==> src/rtl/pmu_pkg.sv <==
package pmu_pkg;
  localparam int REG_AW = 4;
  localparam int REG_DW = 32;

  localparam logic [REG_AW-1:0] ADR_CTRL    = 4'd0;
  localparam logic [REG_AW-1:0] ADR_EN_SET  = 4'd1;
  localparam logic [REG_AW-1:0] ADR_EN_CLR  = 4'd2;
  localparam logic [REG_AW-1:0] ADR_IE_SET  = 4'd3;
  localparam logic [REG_AW-1:0] ADR_IE_CLR  = 4'd4;
  localparam logic [REG_AW-1:0] ADR_OVF     = 4'd5;
  localparam logic [REG_AW-1:0] ADR_SEL     = 4'd6;
  localparam logic [REG_AW-1:0] ADR_EVCODE  = 4'd7;
  localparam logic [REG_AW-1:0] ADR_EVCOUNT = 4'd8;
  localparam logic [REG_AW-1:0] ADR_CYCOUNT = 4'd9;

  localparam int CB_RUN     = 0;
  localparam int CB_EVT_RST = 1;
  localparam int CB_CYC_RST = 2;
  localparam int CB_DIV     = 3;
  localparam int CB_EXPORT  = 4;
  localparam int CB_DBGSTOP = 5;
  localparam int CTRL_W     = 6;

  localparam int MASK_CYC_POS = 31;
endpackage

==> src/rtl/pmu_event_ctr.sv <==
module pmu_event_ctr #(
  parameter int CNT_W  = 32,
  parameter int CODE_W = 7,
  localparam int SRC_N = 1 << CODE_W
) (
  input  logic              clk,
  input  logic              rst,
  input  logic              count_en,
  input  logic [SRC_N-1:0]  evt_vec,
  input  logic              code_we,
  input  logic [CODE_W-1:0] code_wdata,
  input  logic              load_en,
  input  logic [CNT_W-1:0]  load_val,
  input  logic              clear,
  output logic [CODE_W-1:0] code_o,
  output logic [CNT_W-1:0]  cnt_o,
  output logic              wrap_o
);
  logic [CODE_W-1:0] code_q;
  logic [CNT_W-1:0]  cnt_q;
  logic              bump;

  assign bump   = count_en && evt_vec[code_q];
  assign wrap_o = bump && !load_en && !clear && (cnt_q == '1);
  assign code_o = code_q;
  assign cnt_o  = cnt_q;

  always_ff @(posedge clk) begin
    if (rst) begin
      code_q <= '0;
      cnt_q  <= '0;
    end else begin
      if (code_we) code_q <= code_wdata;
      if (load_en)     cnt_q <= load_val;
      else if (clear)  cnt_q <= '0;
      else if (bump)   cnt_q <= cnt_q + 1'b1;
    end
  end

  AST_EVT_IDLE_HOLDS: assert property (@(posedge clk) disable iff (rst)
    (!load_en && !clear && !count_en) |=> $stable(cnt_q));
  AST_EVT_LOAD_WINS: assert property (@(posedge clk) disable iff (rst)
    load_en |=> (cnt_q == $past(load_val)));
  AST_EVT_CLEAR: assert property (@(posedge clk) disable iff (rst)
    (clear && !load_en) |=> (cnt_q == '0));
endmodule

==> src/rtl/pmu_cycle_ctr.sv <==
module pmu_cycle_ctr #(
  parameter int CNT_W    = 32,
  parameter int PRESCALE = 64,
  localparam int PS_W    = $clog2(PRESCALE)
) (
  input  logic             clk,
  input  logic             rst,
  input  logic             run,
  input  logic             div_en,
  input  logic             load_en,
  input  logic [CNT_W-1:0] load_val,
  input  logic             clear,
  output logic [CNT_W-1:0] cnt_o,
  output logic             wrap_o
);
  localparam logic [PS_W-1:0] PS_LAST = PS_W'(PRESCALE - 1);

  logic [PS_W-1:0]  ps_q;
  logic [CNT_W-1:0] cnt_q;
  logic             tick;

  assign tick   = run && (!div_en || ps_q == PS_LAST);
  assign wrap_o = tick && !load_en && !clear && (cnt_q == '1);
  assign cnt_o  = cnt_q;

  always_ff @(posedge clk) begin
    if (rst || clear) begin
      ps_q <= '0;
    end else if (run && div_en) begin
      ps_q <= (ps_q == PS_LAST) ? '0 : ps_q + 1'b1;
    end
  end

  always_ff @(posedge clk) begin
    if (rst)            cnt_q <= '0;
    else if (load_en)   cnt_q <= load_val;
    else if (clear)     cnt_q <= '0;
    else if (tick)      cnt_q <= cnt_q + 1'b1;
  end

  AST_CYC_PRESCALE_GATE: assert property (@(posedge clk) disable iff (rst)
    (div_en && ps_q != PS_LAST && !load_en && !clear) |=> $stable(cnt_q));
  AST_CYC_HALTED: assert property (@(posedge clk) disable iff (rst)
    (!run && !load_en && !clear) |=> $stable(cnt_q));
endmodule

==> src/rtl/pmu_counter_unit.sv <==
module pmu_counter_unit
  import pmu_pkg::*;
#(
  parameter int CNT_W    = 32,
  parameter int NUM_EVT  = 4,
  parameter int CODE_W   = 7,
  parameter int SEL_W    = 5,
  parameter int PRESCALE = 64,
  localparam int SRC_N   = 1 << CODE_W
) (
  input  logic              clk,
  input  logic              rst,
  input  logic              reg_we,
  input  logic [REG_AW-1:0] reg_addr,
  input  logic [REG_DW-1:0] reg_wdata,
  output logic [REG_DW-1:0] reg_rdata,
  input  logic [SRC_N-1:0]  evt_in,
  input  logic              dbg_halt,
  output logic              irq
);
  localparam int MASK_W = NUM_EVT + 1;
  localparam int CYC    = NUM_EVT;
  localparam int IDX_W  = (NUM_EVT > 1) ? $clog2(NUM_EVT) : 1;

  logic [CTRL_W-1:0] ctrl_q;
  logic [MASK_W-1:0] en_q, ie_q, ovf_q, wrap;
  logic [SEL_W-1:0]  sel_q;
  logic              sel_ok;
  logic [IDX_W-1:0]  sel_idx;
  logic [MASK_W-1:0] wmask;
  logic [CNT_W-1:0]  evt_cnt [NUM_EVT];
  logic [CODE_W-1:0] evt_code [NUM_EVT];
  logic [CNT_W-1:0]  cyc_cnt;
  logic              wr_ctrl, wr_ovf, evt_clear, cyc_clear;

  function automatic logic [REG_DW-1:0] spread(input logic [MASK_W-1:0] m);
    logic [REG_DW-1:0] v;
    v = '0;
    for (int k = 0; k < NUM_EVT; k++) v[k] = m[k];
    v[MASK_CYC_POS] = m[CYC];
    return v;
  endfunction

  assign wmask     = {reg_wdata[MASK_CYC_POS], reg_wdata[NUM_EVT-1:0]};
  assign sel_ok    = (sel_q < SEL_W'(NUM_EVT));
  assign sel_idx   = sel_q[IDX_W-1:0];
  assign wr_ctrl   = reg_we && reg_addr == ADR_CTRL;
  assign wr_ovf    = reg_we && reg_addr == ADR_OVF;
  assign evt_clear = wr_ctrl && reg_wdata[CB_EVT_RST];
  assign cyc_clear = wr_ctrl && reg_wdata[CB_CYC_RST];

  for (genvar g = 0; g < NUM_EVT; g++) begin : g_evt
    logic hit;
    assign hit = sel_ok && sel_idx == IDX_W'(g);
    pmu_event_ctr #(.CNT_W(CNT_W), .CODE_W(CODE_W)) u_ctr (
      .clk       (clk),
      .rst       (rst),
      .count_en  (ctrl_q[CB_RUN] && en_q[g]),
      .evt_vec   (evt_in),
      .code_we   (reg_we && reg_addr == ADR_EVCODE && hit),
      .code_wdata(reg_wdata[CODE_W-1:0]),
      .load_en   (reg_we && reg_addr == ADR_EVCOUNT && hit),
      .load_val  (reg_wdata[CNT_W-1:0]),
      .clear     (evt_clear),
      .code_o    (evt_code[g]),
      .cnt_o     (evt_cnt[g]),
      .wrap_o    (wrap[g])
    );
  end

  pmu_cycle_ctr #(.CNT_W(CNT_W), .PRESCALE(PRESCALE)) u_cyc (
    .clk     (clk),
    .rst     (rst),
    .run     (ctrl_q[CB_RUN] && en_q[CYC] && !(ctrl_q[CB_DBGSTOP] && dbg_halt)),
    .div_en  (ctrl_q[CB_DIV]),
    .load_en (reg_we && reg_addr == ADR_CYCOUNT),
    .load_val(reg_wdata[CNT_W-1:0]),
    .clear   (cyc_clear),
    .cnt_o   (cyc_cnt),
    .wrap_o  (wrap[CYC])
  );

  always_ff @(posedge clk) begin
    if (rst) begin
      ctrl_q <= '0;
      en_q   <= '0;
      ie_q   <= '0;
      ovf_q  <= '0;
      sel_q  <= '0;
      irq    <= 1'b0;
    end else begin
      if (wr_ctrl) begin
        ctrl_q <= reg_wdata[CTRL_W-1:0];
        ctrl_q[CB_EVT_RST] <= 1'b0;
        ctrl_q[CB_CYC_RST] <= 1'b0;
      end
      if (reg_we && reg_addr == ADR_EN_SET) en_q <= en_q | wmask;
      if (reg_we && reg_addr == ADR_EN_CLR) en_q <= en_q & ~wmask;
      if (reg_we && reg_addr == ADR_IE_SET) ie_q <= ie_q | wmask;
      if (reg_we && reg_addr == ADR_IE_CLR) ie_q <= ie_q & ~wmask;
      if (reg_we && reg_addr == ADR_SEL)    sel_q <= reg_wdata[SEL_W-1:0];
      ovf_q <= (ovf_q | wrap) & ~(wr_ovf ? wmask : '0);
      irq   <= |(ovf_q & ie_q);
    end
  end

  always_ff @(posedge clk) begin
    if (rst) begin
      reg_rdata <= '0;
    end else begin
      reg_rdata <= '0;
      case (reg_addr)
        ADR_CTRL:                reg_rdata[CTRL_W-1:0] <= ctrl_q;
        ADR_EN_SET, ADR_EN_CLR:  reg_rdata <= spread(en_q);
        ADR_IE_SET, ADR_IE_CLR:  reg_rdata <= spread(ie_q);
        ADR_OVF:                 reg_rdata <= spread(ovf_q);
        ADR_SEL:                 reg_rdata[SEL_W-1:0] <= sel_q;
        ADR_EVCODE:  if (sel_ok) reg_rdata[CODE_W-1:0] <= evt_code[sel_idx];
        ADR_EVCOUNT: if (sel_ok) reg_rdata[CNT_W-1:0] <= evt_cnt[sel_idx];
        ADR_CYCOUNT:             reg_rdata[CNT_W-1:0] <= cyc_cnt;
        default:                 reg_rdata <= '0;
      endcase
    end
  end

  AST_FLAG_FROM_WRAP: assert property (@(posedge clk) disable iff (rst)
    |(ovf_q & ~$past(ovf_q)) |-> |$past(wrap));
  AST_FLAG_W1C: assert property (@(posedge clk) disable iff (rst)
    (wr_ovf && reg_wdata[0]) |=> !ovf_q[0]);
  AST_IRQ_SOURCE: assert property (@(posedge clk) disable iff (rst)
    irq |-> $past(|(ovf_q & ie_q)));
  AST_RESET_BITS_READ_ZERO: assert property (@(posedge clk) disable iff (rst)
    (ctrl_q[CB_EVT_RST] == 1'b0) && (ctrl_q[CB_CYC_RST] == 1'b0));
endmodule

==> config.mk <==
export PLATFORM = sky130hd
export DESIGN_NAME = pmu_counter_unit
export DESIGN_NICKNAME = d
export VERILOG_FILES = /design/src/rtl/pmu_pkg.sv /design/src/rtl/pmu_event_ctr.sv /design/src/rtl/pmu_cycle_ctr.sv /design/src/rtl/pmu_counter_unit.sv
export SDC_FILE = /design/constraint.sdc
export NUM_CORES = 1
export LEC_CHECK = 0
export BUFFER_PORTS_ARGS = -buffer_cell sky130_fd_sc_hd__buf_2
export CAP_MARGIN = 10
export CORE_MARGIN = 2
export CORE_UTILIZATION = 55
export CTS_CLUSTER_DIAMETER = 150
export DETAILED_ROUTE_END_ITERATION = 6
export GPL_TIMING_DRIVEN = 1
export PLACE_DENSITY = 0.77
export REMOVE_ABC_BUFFERS = 1
export SYNTH_ARGS = -nofsm -noshare
export SYNTH_HDL_FRONTEND = slang
export SYNTH_SLANG_ARGS = --single-unit
export TNS_END_PERCENT = 30
==> constraint.sdc <==
create_clock -name clk -period 2.8 [get_ports clk]
set_input_delay 0.28 -clock clk [delete_from_list [all_inputs] [get_ports clk]]
set_output_delay 0.28 -clock clk [all_outputs]
set_load 0.03 [all_outputs]
==> flow_metrics.py, run 1 <==
metrics = {
    "sta": {
        "worst_pin_slew_ns": 1.326,
        "finalCriticalPeriod_ns": 3.035,
        "slew_viol_final": 0,
        "tns_ns": -11.21,
        "fin_crit_sh_pct": 108.4,
        "finalSetupViolCount": 91,
        "rsz0062_at_grt": "true",
        "worst_slack_ns": -0.2352,
        "worst_hold_slack_ns": 0.04500,
        "maxSlewHeadroom_pct": 11.25,
        "skew_ns": 0.03335,
        "max_freq_ghz": 0.3295,
        "finalHoldViolations": 0,
    },
    "worst_setup_path": {
        "cp_slowest_stage_delay_ns": 0.50,
        "r2r_slack_ns": -0.24,
        "critPathCaptureType": "register",
        "critPathTopFamily": "multiplexers",
        "path_max_fanout": 24,
        "reg2reg_depth": 11,
        "crit_type": "reg2reg",
        "critical_path_required_ns": 3.22,
        "crit_arrival_ns": 3.45,
        "path_cells": "buf_12 -> clkbuf_16 -> mux4_2 -> mux4_2 -> a22oi_2 -> a41oi_2 -> a41o_4 -> nand2b_4 -> buf_12 -> a32oi_1 -> nor2_1",
        "path_buf_inv": 3,
        "start_kind": "register",
        "cp_slowest_cell": "mux4_2",
        "cp.depth": 11,
    },
    "hold_path": {
        "holdPathStages": 3,
        "hold_path_class": "in2reg",
    },
    "route": {
        "avgRoutedWirePerCell_um": 26.43,
        "viasPerCell": 7.218,
        "wirelength_um": 79470,
        "drt-pass1-iter-count": 7,
        "vias": 21706,
        "ant_nets": 0,
        "drt_iter0_markers": 3151,
        "drc_errors": 0,
    },
    "job": {
        "cap_violations": 0,
    },
    "placed_design": {
        "dp.final_hpwl_um": 56020,
        "gp_congestion": 1.046,
        "port_buffers": 200,
        "dp.cells": 2928,
        "placed_cell_area_mm2": 0.02202,
    },
    "yosys": {
        "synthDistinctLibCells": 82,
        "synth.cell_area_mm2": 0.01905,
        "synth-edff-count": 0,
        "async_flop_share_pct": 0,
        "synth_cells": 2233,
        "synth_warnings": 0,
        "ys.flop_type": "dfxtp_1",
        "yosysSeqAreaShare_pct": 26.37,
        "synth_area_per_cell_um2": 8.532,
        "ys_seq_elements": 251,
    },
    "outcome": {
        "violations": "negative setup slack",
        "run_status": "complete, but fails checks",
    },
    "global_route": {
        "grt_overflow_total": 0,
        "grt_pass1_wl_um": 119800,
        "grt.total_usage_pct": 42.38,
        "grt_pass1_vias": 20643,
        "antenna_found_initial": 1,
        "grt_max_degree": 61,
    },
    "cts": {
        "clk_latency_ns": 0.56,
        "clk_path_buf_depth": 3,
        "tritoncts": "done",
        "numCtsBuffers": 28,
        "htree_levels": 1,
        "root_buffer": "clkbuf_16",
        "clock_sinks": 251,
        "path_clk_slew_ns": 0.07,
    },
    "floorplan": {
        "die_area_mm2": 0.03615,
        "core_area_mm2": 0.03429,
        "die_w_um": 190.1,
        "start_util_pct": 55.56,
        "dieHeight_um": 190.1,
        "rows": 68,
        "ios": 201,
    },
    "pwr": {
        "p_switching_uw": 2184,
        "clockPowerShare_pct": 46.3,
        "power_density_mw_per_mm2": 357.7,
        "power_frac_seq_pct": 41.9,
        "ir_worst_vdd_v": 0.0004715,
        "swShare_pct": 25.19,
        "p_leak_uw": 0.008435,
        "pwr-share-comb_pct": 11.8,
        "p_int_uw": 6486,
    },
    "layout": {
        "multi_input_area_mm2": 0.01372,
        "area_growth_pct": 27.22,
        "fillers": 2589,
        "num_antenna_cells": 0,
        "stdcell_count": 3007,
        "final_cell_mix": "241 x dfxtp_1, 213 x buf_4, 199 x buf_2, 192 x nor2_1, 173 x nand2_1",
        "final_common_cell": "dfxtp_1",
        "fin_util_pct": 70.69,
        "design_area_mm2": 0.02424,
        "drive_gt1_share_pct": 32.29,
        "final_nets": 2707,
        "regArea_mm2": 0.005045,
    },
}
## path summary, 6_finish.rpt
path	from	end
setup / recovery	g_evt[1].u_ctr.code_o[0]	g_evt[1].u_ctr.cnt_o[20]
hold / removal	reg_wdata[15]	g_evt[0].u_ctr.cnt_o[15]
setup reg to reg	g_evt[1].u_ctr.code_o[0]	g_evt[1].u_ctr.cnt_o[20]
hold reg to reg	g_evt[2].u_ctr.cnt_o[6]	g_evt[2].u_ctr.cnt_o[6]
## synthesized netlist by cell type, types with 11 or more instances
cell / number / area share, %
o21ai_0: 53 / 1.4
mux4_2: 135 / 16
and3_1: 30 / 0.99
nand2b_1: 11 / 0.36
nand4_1: 38 / 1.2
a21oi_1: 184 / 4.8
a31oi_1: 43 / 1.4
a22o_1: 12 / 0.55
nor3b_1: 11 / 0.43
buf_2: 34 / 0.89
o31ai_1: 21 / 0.83
dfxtp_1: 251 / 26
a221oi_1: 18 / 0.83
nor4_1: 17 / 0.56
inv_1: 33 / 0.65
xnor2_1: 44 / 2.0
buf_1: 21 / 0.41
mux2i_1: 111 / 5.8
nor3_1: 103 / 2.7
and2_1: 21 / 0.69
a22oi_1: 94 / 3.7
and4_1: 18 / 0.83
a211oi_1: 74 / 2.9
xor2_1: 20 / 0.92
nor2_1: 220 / 4.3
nand2_1: 176 / 3.5
nand3_1: 81 / 2.1
clkbuf_1: 136 / 2.7
nor2b_1: 19 / 0.62
a21o_1: 19 / 0.75
## what timing repair did
| item | 4_1_cts | 5_1_grt |
|---|---|---|
| gates resized for setup | 83 | 105 |
| hold buffers | 0 | 0 |
| pin swaps | 21 | 29 |
| cloned | 7 | 3 |
| setup endpoints to repair | 124 | 129 |
| setup buffers | 17 | 8 |
## sequential cells by signal, indices dropped and copies added (netlist names), named ones only
signal,count
g_evt.u_ctr.cnt_o,128
reg_rdata,32
u_cyc.cnt_o,32
g_evt.u_ctr.code_o,28
u_cyc.ps_q,6
ovf_q,5
sel_q,5
ctrl_q,4
irq,1
## per-stage QoR
step	setup slack [ns]	total power [µW]
finish	-0.2352	8670
global route	-0.3344	8858
CTS	-0.1932	8581
detailed placement	-0.3518	4623
global placement	-0.3331	4603
floorplan	-3.009	4048
## worst min-delay path, cell delays in order
cell and delay, ns:
buf_2 0.14, nand2_1 0.07, a21oi_1 0.06
## kinds of logic after synthesis
family                     count (synthesis)  share of synthesized area [%]
DFF                                      251                          26.37
xor gates and xnor gates                  64                          2.942
muxes                                    252                          22.14
buffers and inverters                    237                          5.267
adders and majority gates                  6                         0.3940
and+or+nand+nor                          793                          20.29
AOI/OAI and AO/OA                        630                          22.59
## cell type report
type,count,area share [%]
clock buffers,42,3.521
clock inverters,7,0.6040
inverters,34,0.5265
multi-input cells,1745,56.59
flip-flops and latches,251,20.81
well taps,455,2.349
repair buffers,473,15.59
## routing by layer
metal	GRT usage, %	wire length (µm)
met5	0	0
met4	23.55	5453
met3	9.980	10760
met2	65.08	34470
met1	55.11	28790
## power groups by stage
| stage | Sequential, µW | Combinational (µW) | Clock (µW) |
|---|---|---|---|
| final | 3630 | 1020 | 4010 |
| after global routing | 3630 | 1060 | 4160 |
| after CTS | 3630 | 959 | 3990 |
| after detailed placement | 3710 | 912 | 0 |
| after global placement | 3710 | 893 | 0 |
| after floorplan | 3710 | 338 | 0 |
Power figures use the tool's default switching activity.
==> run 2: changes to the inputs <==
--- a/config.mk
+++ b/config.mk
@@ -12,8 +12,10 @@
 export CTS_CLUSTER_DIAMETER = 150
 export DETAILED_ROUTE_END_ITERATION = 6
 export GPL_TIMING_DRIVEN = 1
+export MAX_ROUTING_LAYER = met4
 export PLACE_DENSITY = 0.77
 export REMOVE_ABC_BUFFERS = 1
+export SKIP_CTS_REPAIR_TIMING = 1
 export SYNTH_ARGS = -nofsm -noshare
 export SYNTH_HDL_FRONTEND = slang
 export SYNTH_SLANG_ARGS = --single-unit
==> flow_metrics.py, run 2 (synthesis gave the netlist of run 1 again) <==
metrics = {
    "cts": {
        "clk_latency_ns": 0.59,
        "clk_path_buf_depth": 3,
        "tritoncts": "done",
        "root_buffer": "clkbuf_16",
        "clock_sinks": 251,
        "path_clk_slew_ns": 0.06,
        "numCtsBuffers": 28,
        "htree_levels": 1,
    },
    "layout": {
        "final_cell_mix": "241 x dfxtp_1, 206 x buf_4, 199 x buf_2, 196 x nor2_1, 173 x nand2_1",
        "stdcell_count": 2981,
        "largest_register_ffs": 128,
        "num_antenna_cells": 0,
        "fin_util_pct": 69.10,
        "drive_gt1_share_pct": 31.39,
        "design_area_mm2": 0.02369,
        "area_growth_pct": 24.35,
        "final_common_cell": "dfxtp_1",
        "final_nets": 2684,
    },
    "pwr": {
        "p_leak_uw": 0.008221,
        "finalPower_uw": 8403,
        "power_density_mw_per_mm2": 354.7,
        "ir_worst_vdd_v": 0.0005317,
    },
    "worst_setup_path": {
        "crit_arrival_ns": 3.49,
        "cp_slowest_cell": "mux4_2",
        "critPathTopFamily": "compound AO/OA/AOI/OAI gates",
        "path_max_fanout": 9,
        "reg2reg_depth": 12,
        "cp_slowest_stage_delay_ns": 0.52,
        "crit_type": "reg2reg",
        "critical_path_required_ns": 3.27,
        "critPathCaptureType": "register",
        "path_cells": "buf_12 -> buf_12 -> mux4_2 -> a22oi_2 -> a21oi_2 -> nor4_4 -> buf_4 -> o22ai_4 -> buf_4 -> nand2_1 -> nor2_1 -> a2111oi_2",
        "start_kind": "register",
        "cp.depth": 12,
        "path_buf_inv": 4,
    },
    "route": {
        "drt_iter0_markers": 3114,
        "wirelength_um": 78880,
        "avgRoutedWirePerCell_um": 26.46,
        "drt-pass1-iter-count": 6,
        "viasPerCell": 7.211,
        "ant_nets": 0,
        "vias": 21496,
        "drc_errors": 0,
    },
    "floorplan": {
        "die_w_um": 190.1,
        "start_util_pct": 55.56,
        "die_area_mm2": 0.03615,
        "rows": 68,
        "core_area_mm2": 0.03429,
        "dieHeight_um": 190.1,
        "ios": 201,
    },
    "hold_path": {
        "hold_path_class": "in2reg",
        "holdPathStages": 3,
    },
    "sta": {
        "finalCriticalPeriod_ns": 3.016,
        "max_freq_ghz": 0.3316,
        "worst_slack_ns": -0.2159,
        "finalSetupViolCount": 75,
        "maxSlewHeadroom_pct": 39.72,
        "worst_pin_slew_ns": 0.9008,
        "rsz0062_at_grt": "true",
        "fin_crit_sh_pct": 107.7,
        "skew_ns": 0.04061,
        "finalHoldViolations": 0,
        "slew_viol_final": 0,
    },
    "outcome": {
        "violations": "negative setup slack",
        "run_status": "complete, but fails checks",
    },
    "placed_design": {
        "gp_congestion": 1.046,
        "place_ws_ns": -0.6096,
        "dp.cells": 2923,
        "placed_cell_area_mm2": 0.02192,
        "dp.final_hpwl_um": 57330,
        "port_buffers": 200,
    },
    "global_route": {
        "grt_pass1_wl_um": 118600,
        "grt_max_degree": 71,
        "grt_overflow_total": 0,
        "antenna_found_initial": 0,
        "grt_pass1_vias": 20236,
        "grt.total_usage_pct": 43.33,
    },
    "job": {
        "cap_violations": 0,
    },
}
-- run 2: metal layers --
layer | wire, µm | vias to the layer above | global-route usage, % | share of wire (%)
met1 | 28830 | 10147 | 55.70 | 37
met4 | 4809 | 0 | 20.42 | 6.1
met2 | 34770 | 1799 | 65.89 | 44
met3 | 10470 | 379 | 8.504 | 13
li1 | - | 9171 | - | -
met5 | 0 | - | - | 0
-- run 2: path summary, 6_finish.rpt --
check	end	slack, ns	start
max	g_evt[0].u_ctr.cnt_o[24]	-0.22	g_evt[0].u_ctr.code_o[0]
min	g_evt[0].u_ctr.cnt_o[15]	0.03	reg_wdata[15]
max reg2reg	g_evt[0].u_ctr.cnt_o[24]	-0.22	g_evt[0].u_ctr.code_o[0]
min reg2reg	g_evt[2].u_ctr.cnt_o[28]	0.50	g_evt[2].u_ctr.cnt_o[28]
-- run 2: report_power, final --
part | internal (µW) | switching [µW] | total, µW
logic | 410 | 582 | 992
clock network | 2200 | 1580 | 3780
registers | 3590 | 39.3 | 3630
-- run 2: area by class of cell --
class,count,area (µm²)
repair buffers,450,3358
fillers,2733,10600
flip-flops and latches,251,5047
clock inverters,5,100.1
clock buffers,41,819.5
well taps,455,569.3
inverters,34,127.6
multi-input cells,1745,13670
-- run 2: worst register-to-register path, stage by stage (launching register included) --
cell and delay (ns):
dfxtp_4 0.41, buf_12 0.13, buf_12 0.12, mux4_2 0.52
a22oi_2 0.18, a21oi_2 0.10, nor4_4 0.40, buf_4 0.19
o22ai_4 0.11, buf_4 0.24, nand2_1 0.11, nor2_1 0.06
a2111oi_2 0.37
-- run 2: stage by stage --
step                TNS (ns)  hold slack, ns
floorplan            -309.71          0.3446
global placement      -25.92          0.4789
detailed placement    -32.40          0.4878
CTS                   -33.36         0.01402
global route          -15.92         0.03413
finish                -7.006         0.02705
